===== src/rtl/linescan_pkg.sv =====
// Shared types for the linear sensor readout sequencer.
// Assumes: nothing beyond IEEE 1800-2017.
package linescan_pkg;
    typedef enum logic [1:0] {
        PH_IDLE,
        PH_LEAD,
        PH_RUN
    } phase_t;
endpackage


===== src/rtl/lsq_timing_calc.sv =====
// Combinational clamp of the per-frame timing request.
// Produces the legal clock half-period and the start-to-start interval.
// Assumes: MIN_HALF >= 2, GAP >= 1, MAX_INTERVAL fits in IW bits.
module lsq_timing_calc #(
    parameter int PIX          = 128,
    parameter int RC           = 18,
    parameter int GAP          = 1000,
    parameter int MIN_HALF     = 4,
    parameter int MAX_HALF     = 5000,
    parameter int MAX_INTERVAL = 5000000,
    parameter int DIV_W        = 13,
    parameter int IW           = 23
) (
    input  logic [DIV_W-1:0] div_half,
    input  logic [IW-1:0]    int_req,
    output logic [DIV_W-1:0] half_c,
    output logic [IW-1:0]    interval_c,
    output logic             over_c
);
    localparam int WW = IW + DIV_W + 8;

    logic [WW-1:0] span;
    logic [WW-1:0] want;
    logic [WW-1:0] floor_v;
    logic [WW-1:0] pick;

    // Clamp the half-period, then derive and clamp the start-to-start interval.
    always_comb begin
        if (div_half < DIV_W'(MIN_HALF)) begin
            half_c = DIV_W'(MIN_HALF);
        end else if (div_half > DIV_W'(MAX_HALF)) begin
            half_c = DIV_W'(MAX_HALF);
        end else begin
            half_c = div_half;
        end
        span    = WW'(half_c);
        want    = WW'(int_req) + WW'(2 * RC) * span;
        floor_v = WW'(2 * PIX + 2) * span + WW'(GAP);
        pick    = (want < floor_v) ? floor_v : want;
        over_c  = (pick > WW'(MAX_INTERVAL));
        interval_c = over_c ? IW'(MAX_INTERVAL) : pick[IW-1:0];
    end
endmodule


===== src/rtl/lsq_frame_ctrl.sv =====
// Frame scheduler: decides when a start is legal and wanted, latches the
// per-frame timing, holds early requests and suppresses the flush frame.
// Assumes: the phase generator goes idle before the interval has elapsed,
// which the interval floor guarantees.
module lsq_frame_ctrl #(
    parameter int PIX          = 128,
    parameter int GAP          = 1000,
    parameter int MIN_HALF     = 4,
    parameter int MAX_INTERVAL = 5000000,
    parameter int DIV_W        = 13,
    parameter int IW           = 23
) (
    input  logic             clk,
    input  logic             rst_n,
    input  logic             frame_req,
    input  logic             free_run,
    input  logic             seq_idle,
    input  logic [DIV_W-1:0] half_c,
    input  logic [IW-1:0]    interval_c,
    input  logic             over_c,
    output logic             start,
    output logic [DIV_W-1:0] half_q,
    output logic             report,
    output logic             err
);
    localparam int FW = IW + DIV_W + 8;

    logic [IW-1:0] ic;
    logic [IW-1:0] t_q;
    logic          armed;
    logic          counting;
    logic          flush;
    logic          pending;
    logic          elapsed;

    // Start when the interval is over, the sequencer is idle and a frame is wanted.
    always_comb begin
        elapsed = armed | (counting && (ic == t_q - IW'(1)));
        start   = elapsed && seq_idle && (flush | free_run | frame_req | pending);
    end

    // Interval counting, per-frame latching, request holding and flush tracking.
    always_ff @(posedge clk) begin
        if (!rst_n) begin
            ic       <= '0;
            t_q      <= '0;
            armed    <= 1'b1;
            counting <= 1'b0;
            flush    <= 1'b1;
            pending  <= 1'b0;
            report   <= 1'b0;
            err      <= 1'b0;
            half_q   <= DIV_W'(MIN_HALF);
        end else begin
            pending <= (pending | frame_req) & ~start;
            if (start) begin
                ic       <= '0;
                counting <= 1'b1;
                armed    <= 1'b0;
                t_q      <= interval_c;
                half_q   <= half_c;
                err      <= over_c;
                report   <= ~flush;
                flush    <= 1'b0;
            end else if (counting) begin
                ic <= ic + IW'(1);
                if (ic == t_q - IW'(1)) begin
                    armed    <= 1'b1;
                    counting <= 1'b0;
                end
            end
        end
    end


    err_cap_chk: assert property (@(posedge clk) disable iff (!rst_n)
        err |-> (t_q == IW'(MAX_INTERVAL)));


    floor_chk: assert property (@(posedge clk) disable iff (!rst_n)
        (counting && !err) |-> (FW'(t_q) >= FW'(2 * PIX + 2) * FW'(half_q) + FW'(GAP)));
endmodule


===== src/rtl/lsq_phase_gen.sv =====
// Sensor clock, start pulse and ADC strobe generator for one frame.
// Frame: a lead phase of H cycles with start high and clock low, then PIX+1
// clock periods of 2H cycles. The clock rests low at the end.
// Assumes: half >= 2, held stable for the whole frame.
module lsq_phase_gen
    import linescan_pkg::*;
#(
    parameter int PIX   = 128,
    parameter int DIV_W = 13,
    parameter int IDX_W = 7
) (
    input  logic             clk,
    input  logic             rst_n,
    input  logic             start,
    input  logic             report,
    input  logic [DIV_W-1:0] half,
    output logic             seq_idle,
    output logic             sen_clk,
    output logic             sen_si,
    output logic             adc_strobe,
    output logic [IDX_W-1:0] pix_idx,
    output logic             frame_done
);
    localparam int HW = DIV_W + 1;
    localparam int EW = $clog2(PIX + 2);

    phase_t        st;
    logic [HW-1:0] hc;
    logic [EW-1:0] ec;
    logic [HW-1:0] h_end;
    logic [HW-1:0] p_end;
    logic [HW-1:0] p_late;

    // Phase boundaries within one clock period.
    always_comb begin
        h_end    = HW'(half) - HW'(1);
        p_end    = (HW'(half) << 1) - HW'(1);
        p_late   = (HW'(half) << 1) - HW'(2);
        seq_idle = (st == PH_IDLE);
    end

    // Walk lead, clock periods and strobes for one frame.
    always_ff @(posedge clk) begin
        if (!rst_n) begin
            st         <= PH_IDLE;
            hc         <= '0;
            ec         <= '0;
            sen_clk    <= 1'b0;
            sen_si     <= 1'b0;
            adc_strobe <= 1'b0;
            pix_idx    <= '0;
            frame_done <= 1'b0;
        end else begin
            adc_strobe <= 1'b0;
            frame_done <= adc_strobe && (pix_idx == IDX_W'(PIX - 1));
            case (st)
                PH_IDLE: begin
                    if (start) begin
                        st     <= PH_LEAD;
                        sen_si <= 1'b1;
                        hc     <= '0;
                    end
                end
                PH_LEAD: begin
                    if (hc == h_end) begin
                        sen_clk <= 1'b1;
                        st      <= PH_RUN;
                        hc      <= '0;
                        ec      <= EW'(1);
                    end else begin
                        hc <= hc + HW'(1);
                    end
                end
                PH_RUN: begin
                    if (hc == h_end) begin
                        sen_clk <= 1'b0;
                        if (ec == EW'(1)) sen_si <= 1'b0;
                        if (ec == EW'(PIX + 1)) st <= PH_IDLE;
                        hc <= hc + HW'(1);
                    end else if (hc == p_end) begin
                        sen_clk <= 1'b1;
                        ec      <= ec + EW'(1);
                        hc      <= '0;
                    end else begin
                        hc <= hc + HW'(1);
                    end
                    if ((hc == p_late) && (ec <= EW'(PIX)) && report) begin
                        adc_strobe <= 1'b1;
                        pix_idx    <= IDX_W'(ec - EW'(1));
                    end
                end
                default: st <= PH_IDLE;
            endcase
        end
    end


    si_rise_low_chk: assert property (@(posedge clk) disable iff (!rst_n)
        $rose(sen_si) |-> !sen_clk);


    si_fall_edge_chk: assert property (@(posedge clk) disable iff (!rst_n)
        $fell(sen_si) |-> $fell(sen_clk));


    strobe_low_chk: assert property (@(posedge clk) disable iff (!rst_n)
        adc_strobe |-> !sen_clk);


    done_after_strobe_chk: assert property (@(posedge clk) disable iff (!rst_n)
        frame_done |-> $past(adc_strobe));
endmodule


===== src/rtl/linescan_seq.sv =====
// Host-side readout sequencer for a linear photodiode array.
// Connects the timing clamp, the frame scheduler and the phase generator.
// Assumes: all timing parameters are in system-clock cycles.
module linescan_seq #(
    parameter int PIX          = 128,
    parameter int RC           = 18,
    parameter int GAP          = 1000,
    parameter int MIN_HALF     = 4,
    parameter int MAX_HALF     = 5000,
    parameter int MAX_INTERVAL = 5000000,
    localparam int DIV_W       = $clog2(MAX_HALF + 1),
    localparam int IW          = $clog2(MAX_INTERVAL + 1),
    localparam int IDX_W       = $clog2(PIX)
) (
    input  logic             clk,
    input  logic             rst_n,
    input  logic             frame_req,
    input  logic             free_run,
    input  logic [DIV_W-1:0] div_half,
    input  logic [IW-1:0]    int_req,
    output logic             sen_clk,
    output logic             sen_si,
    output logic             adc_strobe,
    output logic [IDX_W-1:0] pix_idx,
    output logic             frame_done,
    output logic             err
);
    logic [DIV_W-1:0] half_c;
    logic [DIV_W-1:0] half_q;
    logic [IW-1:0]    interval_c;
    logic             over_c;
    logic             start;
    logic             report;
    logic             seq_idle;

    lsq_timing_calc #(
        .PIX(PIX), .RC(RC), .GAP(GAP), .MIN_HALF(MIN_HALF), .MAX_HALF(MAX_HALF),
        .MAX_INTERVAL(MAX_INTERVAL), .DIV_W(DIV_W), .IW(IW)
    ) calc_i (
        .div_half(div_half), .int_req(int_req),
        .half_c(half_c), .interval_c(interval_c), .over_c(over_c)
    );

    lsq_frame_ctrl #(
        .PIX(PIX), .GAP(GAP), .MIN_HALF(MIN_HALF), .MAX_INTERVAL(MAX_INTERVAL),
        .DIV_W(DIV_W), .IW(IW)
    ) ctrl_i (
        .clk(clk), .rst_n(rst_n), .frame_req(frame_req), .free_run(free_run),
        .seq_idle(seq_idle), .half_c(half_c), .interval_c(interval_c),
        .over_c(over_c), .start(start), .half_q(half_q), .report(report), .err(err)
    );

    lsq_phase_gen #(
        .PIX(PIX), .DIV_W(DIV_W), .IDX_W(IDX_W)
    ) phase_i (
        .clk(clk), .rst_n(rst_n), .start(start), .report(report), .half(half_q),
        .seq_idle(seq_idle), .sen_clk(sen_clk), .sen_si(sen_si),
        .adc_strobe(adc_strobe), .pix_idx(pix_idx), .frame_done(frame_done)
    );
endmodule


===== config.mk =====
export PLATFORM = sky130hd
export DESIGN_NAME = linescan_seq
export DESIGN_NICKNAME = d
export VERILOG_FILES = /design/src/rtl/linescan_pkg.sv /design/src/rtl/lsq_timing_calc.sv /design/src/rtl/lsq_frame_ctrl.sv /design/src/rtl/lsq_phase_gen.sv /design/src/rtl/linescan_seq.sv
export SDC_FILE = /design/constraint.sdc
export NUM_CORES = 1
export LEC_CHECK = 0
export BUFFER_PORTS_ARGS = -buffer_cell sky130_fd_sc_hd__buf_2
export CAP_MARGIN = 20
export CELL_PAD_IN_SITES_DETAIL_PLACEMENT = 1
export CELL_PAD_IN_SITES_GLOBAL_PLACEMENT = 2
export CORE_MARGIN = 5
export CORE_UTILIZATION = 41
export CTS_CLUSTER_SIZE = 40
export DETAILED_ROUTE_END_ITERATION = 8
export HOLD_SLACK_MARGIN = 0.08
export PLACE_DENSITY_LB_ADDON = 0.1
export RECOVER_POWER = 50
export SLEW_MARGIN = 20
export SYNTH_ARGS = -nofsm -noshare
export SYNTH_HDL_FRONTEND = slang
export SYNTH_SLANG_ARGS = --single-unit
export TNS_END_PERCENT = 30

===== constraint.sdc =====
create_clock -name clk -period 15.5 [get_ports clk]
set_input_delay 1.55 -clock clk [delete_from_list [all_inputs] [get_ports clk]]
set_output_delay 1.55 -clock clk [all_outputs]
set_load 0.05 [all_outputs]

==> out/metrics.cfg, run 1 <==
[floorplanning]
die_y_um = 162
ios = 52
core-area_um2 = 22600
num_rows = 55
dieWidth_um = 162
die-area_um2 = 26200
start_util_pct = 41.8

[synthesis]
syn_avg_cell_area_um2 = 7.86
synth_cell_types = 82
async_reset_ff_share_pct = 0
yosys.area.top_type_share_pct = 21.2
synth_area_leaders = dfxtp_1 21%, ha_1 11%, xnor2_1 7.5%, nor2_1 5.1%, xor2_1 4.4%
yosys.area.top_type = dfxtp_1
synth_seq_area_share_pct = 21.2
netlist_area_um2 = 9450
yosys_warnings = 0
synth-seq-cells = 100
netlist_instances = 1203
yosys_most_used_dff = dfxtp_1
synth_edf_count = 0

[hold_path]
holdCritPathClass = flop to flop

[placed_design]
dpl_cell_area_um2 = 9920
pre_cts_ws_ns = 4.87
gp_congestion = 0.865
hpwl_mm = 22.9
io_buffers = 51

[sta]
rsz0062_at_grt = false
drv_slew = 82
final-hold-violation-count = 0
max_freq_ghz = 0.0984
finalSetupTns_ns = 0
fin_crit_ns = 10.17
setup_viol = 0
skew_ns = 0.0154
slew_headroom_pct = -34.6
setup_ws_ns = 5.33
fin_crit_sh_pct = 65.6
tightest_slew_ns = 2.02

[grt]
grt.overflow.total = 0
grt_max_degree = 45
grt_use_total_pct = 21.3
antenna_found_initial = 0
grt_pass1_wl_mm = 45.7
grt_pass1_vias = 8635

[power_and_ir_drop]
power_mw = 1.22
p_per_area_nw_per_um2 = 120
power_leakage_nw = 3.96
ir_drop_mv = 0.0606

[route]
first_pass_iters = 5
drt-vias-per-instance = 5.78
routedWlPerCell_um = 18.6
ant_nets = 0
num_vias = 8723
drt_iter0_drc = 371
finalWirelength_mm = 28.1
drcViolationCount = 0

[clock_network]
cts.repair.resized = 0
path_clk_slew_ns = 0.08
cts-htree-levels = 3
cts.sinks = 100
cts_setup_buffers = 0
clk_latency_ns = 0.36
cts_buffers = 9
cts_hold_buffers = 0
cts_buffer_depth = 2
cts_root_buffer = clkbuf_16
tritoncts = built

[run_status]
violations = capacitance limit, slew limit
outcome = finished, violations left

[setup_path]
crit_type = primary input to flop
crit_arrival_ns = 10.41
required_ns = 15.74
cp_slowest_stage_delay_ns = 0.77
crit_fanout = 22
slowest_stage = nor4_4
cp-start-kind = primary input
crit_path_end_kind = flop

[final_layout]
area_growth_syn_to_layout_pct = 7.57
postLayoutCellArea_um2 = 10200
finalNetCount = 1348
drive_gt1_share_pct = 7.35
antenna_cells = 0

[run]
max_cap_violations = 2

-- layer usage --
layer	up-vias	wire length [µm]	global-route usage (%)
met5	-	0	0
met4	0	505	5.19
met3	29	671	2.49
met2	108	13100	35.5
met1	4171	13800	29.4
li1	4415	-	-
-- power by group --
group | leakage [nW] | internal, mW | total (mW) | switching, mW
registers | 0.814 | 0.285 | 0.328 | 0.0429
clock network | 0.134 | 0.111 | 0.218 | 0.107
logic | 3.01 | 0.271 | 0.671 | 0.400
-- cell usage after synthesis, types with 6 or more instances --
master	count
nor2_1	128
nand2_1	107
dfxtp_1	100
ha_1	85
xnor2_1	81
a21oi_1	65
o21ai_0	55
nand3_1	48
xor2_1	48
clkbuf_1	40
inv_1	36
nor3_1	32
nand4_1	31
mux2i_1	24
and3_1	23
or3_1	19
a211oi_1	18
a31oi_1	17
a21o_1	14
and2_1	13
o22ai_1	13
xnor3_1	12
nor2b_1	11
nand2b_1	10
o211ai_1	10
buf_2	9
o2bb2ai_1	9
o21a_1	7
o21bai_1	7
or2_2	7
or4_1	7
nor3b_1	6
nor4_1	6
nor4b_1	6
-- flip-flops by register name, summed over array words and instances, names as in the netlist, 2 cells and up --
register	flops
phase_i.ec	8
phase_i.pix_idx	7
phase_i.st	2
phase_i.hc	14
ctrl_i.ic	23
ctrl_i.half_q	13
ctrl_i.t_q	23
-- cell type report --
cell class / instances / area, µm²
multi-input combinational: 1014 / 7110
clock buffer: 9 / 225
sequential: 100 / 2000
fill: 2815 / 12500
inverter: 38 / 143
timing repair buffer: 57 / 273
clock inverter: 7 / 57.6
tap: 285 / 357
-- worst max-delay path, delay by kind of cell --
family                     cells  cell delay, ns
adders and majority gates      5            1.45
xor gates and xnor gates       1            0.17
buffers and inverters          2            0.27
and+or+nand+nor                8            1.88
AOI/OAI and AO/OA             19            4.83
muxes                          1            0.21
-- placed cells by master (no fill, tap or decap), types with 7 or more instances in the layout --
| master | netlist | layout |
|---|---|---|
| dfxtp_1 | 100 | 100 |
| and3_1 | 23 | 23 |
| xnor3_1 | 12 | 12 |
| xor2_1 | 48 | 48 |
| o21a_1 | 7 | 7 |
| o211ai_1 | 10 | 10 |
| nand4_1 | 31 | 31 |
| a21o_1 | 14 | 14 |
| or4_1 | 7 | 7 |
| clkbuf_1 | 40 | 16 |
| buf_2 | 9 | 38 |
| nand2_1 | 107 | 106 |
| a21oi_1 | 65 | 65 |
| o22ai_1 | 13 | 13 |
| nor2b_1 | 11 | 11 |
| nand3_1 | 48 | 48 |
| ha_1 | 85 | 85 |
| a211oi_1 | 18 | 18 |
| or2_2 | 7 | 7 |
| nor2_1 | 128 | 127 |
| clkbuf_16 | 0 | 9 |
| and2_1 | 13 | 13 |
| inv_1 | 36 | 36 |
| mux2i_1 | 24 | 24 |
| nor3_1 | 32 | 32 |
| o21ai_0 | 55 | 55 |
| o2bb2ai_1 | 9 | 9 |
| nand2b_1 | 10 | 10 |
| or3_1 | 19 | 19 |
| xnor2_1 | 81 | 81 |
| a31oi_1 | 17 | 17 |
| o21bai_1 | 7 | 7 |
-- through the flow --
stage          utilization [%]  hold WS, ns  instances
4_1_cts                   45.1        0.470       1510
2_1_floorplan                -        0.429       1204
3_3_place_gp              43.8        0.445       1494
3_5_place_dp              43.8        0.455       1494
5_1_grt                   44.9        0.496       1510
6_report                  44.9        0.466       1510
-- kinds of logic after synthesis --
logic type,synth area share [%]
simple gates,25.7
xor+xnor,14.8
flops,21.2
compound gates,19.5
fa+ha+maj,12.0
other cells,0.0794
mux,2.90
buf+inv,3.77
-- path summary, 6_finish.rpt --
kind | start | to | slack, ns | depth (start not counted)
max | div_half[3] | ctrl_i.t_q[8] | 5.33 | 36
min | phase_i.adc_strobe | phase_i.frame_done | 0.47 | 2
max reg2reg | ctrl_i.t_q[0] | ctrl_i.t_q[21] | 10.48 | 13
min reg2reg | phase_i.adc_strobe | phase_i.frame_done | 0.47 | 2
No activity file was read; power rests on OpenSTA's default activity.
==> run 2, diff against run 1 <==
--- a/config.mk
+++ b/config.mk
@@ -5,12 +5,13 @@
 export SDC_FILE = /design/constraint.sdc
 export NUM_CORES = 1
 export LEC_CHECK = 0
+export ABC_AREA = 1
 export BUFFER_PORTS_ARGS = -buffer_cell sky130_fd_sc_hd__buf_2
 export CAP_MARGIN = 20
 export CELL_PAD_IN_SITES_DETAIL_PLACEMENT = 1
 export CELL_PAD_IN_SITES_GLOBAL_PLACEMENT = 2
 export CORE_MARGIN = 5
-export CORE_UTILIZATION = 41
+export CORE_UTILIZATION = 35
 export CTS_CLUSTER_SIZE = 40
 export DETAILED_ROUTE_END_ITERATION = 8
 export HOLD_SLACK_MARGIN = 0.08
==> constraint.sdc (replaced) <==
create_clock -name clk -period 10.4 [get_ports clk]
set_input_delay 1.04 -clock clk [delete_from_list [all_inputs] [get_ports clk]]
set_output_delay 1.04 -clock clk [all_outputs]
set_load 0.05 [all_outputs]
==> out/metrics.cfg, run 2 <==
[run_status]
outcome = finished, violations left
violations = capacitance limit, slew limit

[placed_design]
gp_congestion = 0.827  ; -4.3%
io_buffers = 51  ; unchanged
hpwl_mm = 24.9  ; +9.0%
dpl_cell_area_um2 = 10300  ; +3.5%

[synthesis]
synthTopCellsByCount = 406 x nand2_1, 185 x inv_1, 178 x nor2_1
synth_edf_count = 0  ; unchanged
yosys.area.top_type = dfxtp_1
yosys.area.top_type_share_pct = 20.6  ; -0.57 points
yosys_most_used_dff = dfxtp_1
synth.most_common_cell = nand2_1
synth_area_leaders = dfxtp_1 21%, nand2_1 16%, ha_1 11%, xor2_1 7.6%, inv_1 7.1%
netlist_instances = 1536  ; +28%
synth_seq_area_share_pct = 20.6  ; -0.57 points
synth-seq-cells = 100  ; unchanged
netlist_area_um2 = 9710  ; +2.8%
synth_cell_types = 50  ; -39%
yosys_warnings = 0  ; unchanged
async_reset_ff_share_pct = 0  ; unchanged
syn_avg_cell_area_um2 = 6.32  ; -20%

[clock_network]
clk_latency_ns = 0.35  ; about the same
cts_buffers = 9  ; unchanged
cts_hold_buffers = 0  ; unchanged
cts.repair.resized = 0  ; unchanged
cts_buffer_depth = 2  ; unchanged
tritoncts = built
cts_root_buffer = clkbuf_16
cts.sinks = 100  ; unchanged
cts-htree-levels = 3  ; unchanged
path_clk_slew_ns = 0.07  ; about the same
cts_setup_buffers = 0  ; unchanged

[final_layout]
antenna_cells = 0  ; unchanged
final_common_cell = nand2_1
postLayoutCellArea_um2 = 10500  ; +3.4%
finalNetCount = 1694  ; +26%
area_growth_syn_to_layout_pct = 8.27
drive_gt1_share_pct = 7.71  ; +0.36 points
final_cell_mix = 410 x nand2_1, 185 x inv_1, 181 x nor2_1
reg_top3 = ctrl_i.ic x23, ctrl_i.t_q x23, phase_i.hc x14
multiInputGateArea_um2 = 6760  ; -5.0%
fillers = 3742  ; +33%
regArea_um2 = 2000  ; unchanged

[sta]
finalSetupTns_ns = 0  ; unchanged
skew_ns = 0.0110  ; -0.00441 ns
tightest_slew_ns = 2.28  ; +0.265 ns
drv_slew = 78  ; -4.9%
fin_crit_sh_pct = 78.9
final-hold-violation-count = 0  ; unchanged
rsz0062_at_grt = false
max_freq_ghz = 0.122
fin_crit_ns = 8.20
setup_viol = 0  ; unchanged
slew_headroom_pct = -52.3  ; -18 points

[power_and_ir_drop]
p_clk_share_pct = 14.3  ; -3.6 points
power.switching_mw = 1.28  ; +130%
p_per_area_nw_per_um2 = 234  ; +95%
ir_drop_mv = 0.0845  ; +39%
p_sw_share_pct = 51.9  ; +6.7 points
power_frac_comb_pct = 61.7  ; +6.5 points
p_seq_share_pct = 24.0  ; -2.9 points
power_leakage_nw = 5.09  ; +29%
internal-power_mw = 1.18  ; +77%

[floorplanning]
core-area_um2 = 27600  ; +22%
dieWidth_um = 177  ; +9.1%
die-area_um2 = 31200  ; +19%
start_util_pct = 35.2  ; -6.6 points
ios = 52  ; unchanged
num_rows = 61  ; +11%
die_y_um = 177  ; +9.1%

[setup_path]
crit_path_end_kind = flop
timing.rr.start = ctrl_i.t_q[0]
crit_type = primary input to flop
slowest_stage = fa_1
cp_slowest_stage_delay_ns = 0.41  ; -0.36 ns
required_ns = 10.69  ; -5.05 ns
crit_fanout = 27  ; +23%
crit_arrival_ns = 8.50  ; -1.91 ns
startpoint = div_half[11]
cp-start-kind = primary input
cpMostUsedCell = nand2_1

[route]
finalWirelength_mm = 30.2  ; +7.4%
ant_nets = 0  ; unchanged
drt-vias-per-instance = 4.88  ; -16%
drt_iter0_drc = 360  ; -3.0%
num_vias = 9504  ; +9.0%
routedWlPerCell_um = 15.5  ; -17%
drcViolationCount = 0  ; unchanged
first_pass_iters = 4  ; -1

[grt]
grt_pass1_vias = 10000  ; +16%
grt.overflow.total = 0  ; unchanged
grt_use_total_pct = 19.8  ; -1.5 points
grt_pass1_wl_mm = 50.3  ; +10%
antenna_found_initial = 0  ; unchanged
grt_max_degree = 47  ; +4.4%

[hold_path]
hold_start = phase_i.sen_si
holdCritPathClass = flop to flop

[run]
max_cap_violations = 2  ; unchanged

[run 2: cell types whose count changed in the layout (fill, tap and decap cells not counted), sizes merged, moves of 37 or more]
cell	before	now
a21oi	65	103
nand3	48	95
nand2	107	426
xnor2	81	30
nor2	129	192
inv	40	193
xor2	48	85
[run 2: worst paths after layout]
path,end,slack [ns],cells after the start
setup reg to reg,ctrl_i.t_q[17],4.59,21
hold reg to reg,phase_i.sen_si,0.44,2
hold / removal,phase_i.sen_si,0.44,2
setup / recovery,ctrl_i.t_q[5],2.20,49
[run 2: critical path: cells and delay by family]
family,cells,cell delay (ns)
simple gates,29,3.53
fa+ha+maj,5,1.59
compound gates,7,1.08
xor+xnor,2,0.64
buf+inv,6,0.59
[run 2: cell families (layout without fill, tap and decap cells)]
group	Yosys count	after routing	synth area share, %
buffers and inverters	229	262	9.60
adder cells (fa/ha/maj)	88	88	11.6
AO/OA/AOI/OAI	195	195	11.2
other	2	3	0.0773
XOR/XNOR	116	116	10.7
flip-flops	100	100	20.6
AND/OR/NAND/NOR	806	806	36.2
[run 2: routing by layer]
| layer | wire length [µm] | share of wire [%] | global-route usage, % | up-vias |
|---|---|---|---|---|
| met3 | 350 | 1.2 | 1.33 | 37 |
| met2 | 14500 | 48 | 35.7 | 80 |
| met1 | 14600 | 48 | 25.3 | 4394 |
| met5 | 0 | 0 | 0 | - |
| met4 | 686 | 2.3 | 5.96 | 0 |
| li1 | - | - | - | 4993 |
[run 2: power groups by stage]
| stage | logic, mW | clock network [mW] | registers, mW |
|---|---|---|---|
| after floorplan | 1.19 | 0 | 0.577 |
| after global placement | 1.53 | 0 | 0.597 |
| after detailed placement | 1.55 | 0 | 0.599 |
| after CTS | 1.56 | 0.362 | 0.590 |
| after global routing | 1.75 | 0.375 | 0.607 |
| final | 1.52 | 0.351 | 0.590 |
[run 2: final cells by class]
cell class	count	share of cell area [%]
inverter	193	6.94
sequential	100	19.0
multi-input combinational	1208	64.2
timing repair buffer	54	2.43
clock buffer	10	2.27
tap	378	4.50
clock inverter	5	0.583
[run 2: through the flow]
stage	cells	hold slack, ns	utilization [%]	power [mW]	setup slack [ns]
6_report	1948	0.445	38.1	2.46	2.20
4_1_cts	1948	0.449	38.2	2.51	2.01
3_5_place_dp	1933	0.437	37.2	2.15	1.65
3_3_place_gp	1933	0.436	37.2	2.13	1.70
5_1_grt	1948	0.470	38.1	2.74	1.34
2_1_floorplan	1537	0.427	-	1.77	3.09
==> run 3, diff against run 2 <==
==> constraint.sdc (replaced) <==
create_clock -name clk -period 8 [get_ports clk]
set_input_delay 0.8 -clock clk [delete_from_list [all_inputs] [get_ports clk]]
set_output_delay 0.8 -clock clk [all_outputs]
set_load 0.05 [all_outputs]
==> out/metrics.cfg, run 3 (synthesis results as in run 2) <==
[final_layout]
finalNonFillerCells = 1954  ; +0.31%
area_growth_syn_to_layout_pct = 9.76
final_cell_mix = 409 x nand2_1, 185 x inv_1, 181 x nor2_1
regArea_um2 = 2000  ; unchanged
antenna_cells = 0  ; unchanged
final_common_cell = nand2_1
reg_top3 = ctrl_i.ic x23, ctrl_i.t_q x23, phase_i.hc x14
finalNetCount = 1700  ; +0.35%
multiInputGateArea_um2 = 6830  ; +1.1%
fillers = 3771  ; +0.77%
drive_gt1_share_pct = 8.50  ; +0.80 points

[setup_path]
cp_top_family = simple AND/OR/NAND/NOR gates
crit_path_end_kind = flop
required_ns = 8.24  ; -2.45 ns
critPathBufInv = 6  ; unchanged
cp-start-kind = primary input
r2r_setup_slack_ns = 2.35  ; -2.24 ns
timing.rr.start = ctrl_i.t_q[0]
crit_fanout = 27  ; unchanged
crit_type = primary input to flop
crit_arrival_ns = 7.51  ; -0.99 ns
startpoint = div_half[11]
cpMostUsedCell = nand2_1
cp_slowest_stage_delay_ns = 0.46  ; +0.05 ns
slowest_stage = fa_1

[hold_path]
holdCritPathClass = flop to flop
hold_start = phase_i.sen_si

[clock_network]
cts-htree-levels = 3  ; unchanged
cts_buffers = 9  ; unchanged
clk_latency_ns = 0.35  ; about the same
cts_buffer_depth = 2  ; unchanged
path_clk_slew_ns = 0.07  ; about the same
cts_root_buffer = clkbuf_16
cts_hold_buffers = 0  ; unchanged
cts_setup_buffers = 0  ; unchanged
tritoncts = built
cts.sinks = 100  ; unchanged

[sta]
timing.hold.ws_ns = 0.449  ; +0.00403 ns
fin_crit_ns = 7.27
slew_headroom_pct = -44.0  ; +8.2 points
fin_crit_sh_pct = 90.9
setup_viol = 0  ; unchanged
final-hold-violation-count = 0  ; unchanged
setup_ws_ns = 0.729  ; -1.47 ns
skew_ns = 0.00842  ; -0.00256 ns
max_freq_ghz = 0.138
drv_slew = 47  ; -40%
tightest_slew_ns = 2.16  ; -0.123 ns

[grt]
antenna_found_initial = 0  ; unchanged
grt_max_degree = 47  ; unchanged
grt_pass1_wl_mm = 50.3  ; about the same
grt_pass1_vias = 9941  ; -0.85%
grt.overflow.total = 0  ; unchanged
grt_use_total_pct = 19.7  ; -0.043 points

[floorplanning]
start_util_pct = 35.2  ; unchanged
dieWidth_um = 177  ; unchanged
die-area_um2 = 31200  ; unchanged
ios = 52  ; unchanged
core-area_um2 = 27600  ; unchanged
die_y_um = 177  ; unchanged
num_rows = 61  ; unchanged

[placed_design]
io_buffers = 51  ; unchanged
place_inst = 1939  ; +0.31%
pre_cts_ws_ns = -0.453  ; -2.11 ns
gp_congestion = 0.849  ; +2.6%
hpwl_mm = 25.3  ; +1.3%

[power_and_ir_drop]
p_seq_share_pct = 23.8  ; -0.2 points
p_clk_share_pct = 15.0  ; +0.7 points
p_per_area_nw_per_um2 = 303  ; +29%
internal-power_mw = 1.59  ; +34%
power_leakage_nw = 5.16  ; +1.3%
ir_drop_mv = 0.106  ; +26%
power_frac_comb_pct = 61.1  ; -0.6 points
p_sw_share_pct = 50.9  ; -1.0 points
power.switching_mw = 1.64  ; +29%
power_mw = 3.23  ; +31%

[route]
finalWirelength_mm = 30.3  ; +0.14%
ant_nets = 0  ; unchanged
first_pass_iters = 5  ; +1
drcViolationCount = 0  ; unchanged
routedWlPerCell_um = 15.5  ; -0.17%
drt-vias-per-instance = 4.88  ; about the same
num_vias = 9526  ; +0.23%
drt_iter0_drc = 341  ; -5.3%

[run_status]
outcome = finished, violations left
violations = capacitance limit, slew limit

[run]
max_cap_violations = 1  ; -1

## run 3: layout make-up
type,count,share of cell area [%]
Clock buffer,11,2.37
Timing Repair Buffer,60,2.85
Tap cell,378,4.44
Multi-Input combinational cell,1208,64.0
Clock inverter,4,0.681
Sequential cell,100,18.8
Inverter,193,6.84
## run 3: timing repair
action                                  in CTS  in global routing
endpoints found under the setup margin      23                 23
gates cloned                                 0                  0
gates resized for setup                      1                 10
pin swaps                                    0                  1
## run 3: per-stage QoR
step | utilization (%) | instance area, µm² | TNS [ns]
floorplan | - | 9720 | 0
global placement | 37.3 | 10300 | -9.33
detailed placement | 37.3 | 10300 | -9.49
CTS | 38.5 | 10600 | 0
global route | 38.6 | 10700 | -0.0309
finish | 38.6 | 10700 | 0
## run 3: worst reg2reg max path: cells and delay by family, from the launching register on
family                   cells  cell delay (ns)
AO/OA/AOI/OAI                2             0.72
AND/OR/NAND/NOR             16             3.62
flip-flops                   1             0.36
adder cells (fa/ha/maj)      1             0.22
buffers and inverters        2             0.62
## run 3: final timing paths
kind,endpoint,cells after the start
max,ctrl_i.t_q[2],47
min,phase_i.sen_si,2
max reg2reg,ctrl_i.t_q[2],21
min reg2reg,phase_i.sen_si,2
## run 3: metal layers
metal,track usage (%),wire (µm)
met1,25.1,14400
met2,35.5,14700
met3,1.28,386
met4,6.54,843
met5,0,0
## run 3: power groups by stage
stage          combinational, mW  clock [mW]  sequential [mW]
2_1_floorplan               1.55           0            0.750
3_3_place_gp                1.98           0            0.777
3_5_place_dp                2.00           0            0.782
4_1_cts                     2.01       0.501            0.771
5_1_grt                     2.28       0.517            0.792
6_report                    1.97       0.486            0.769
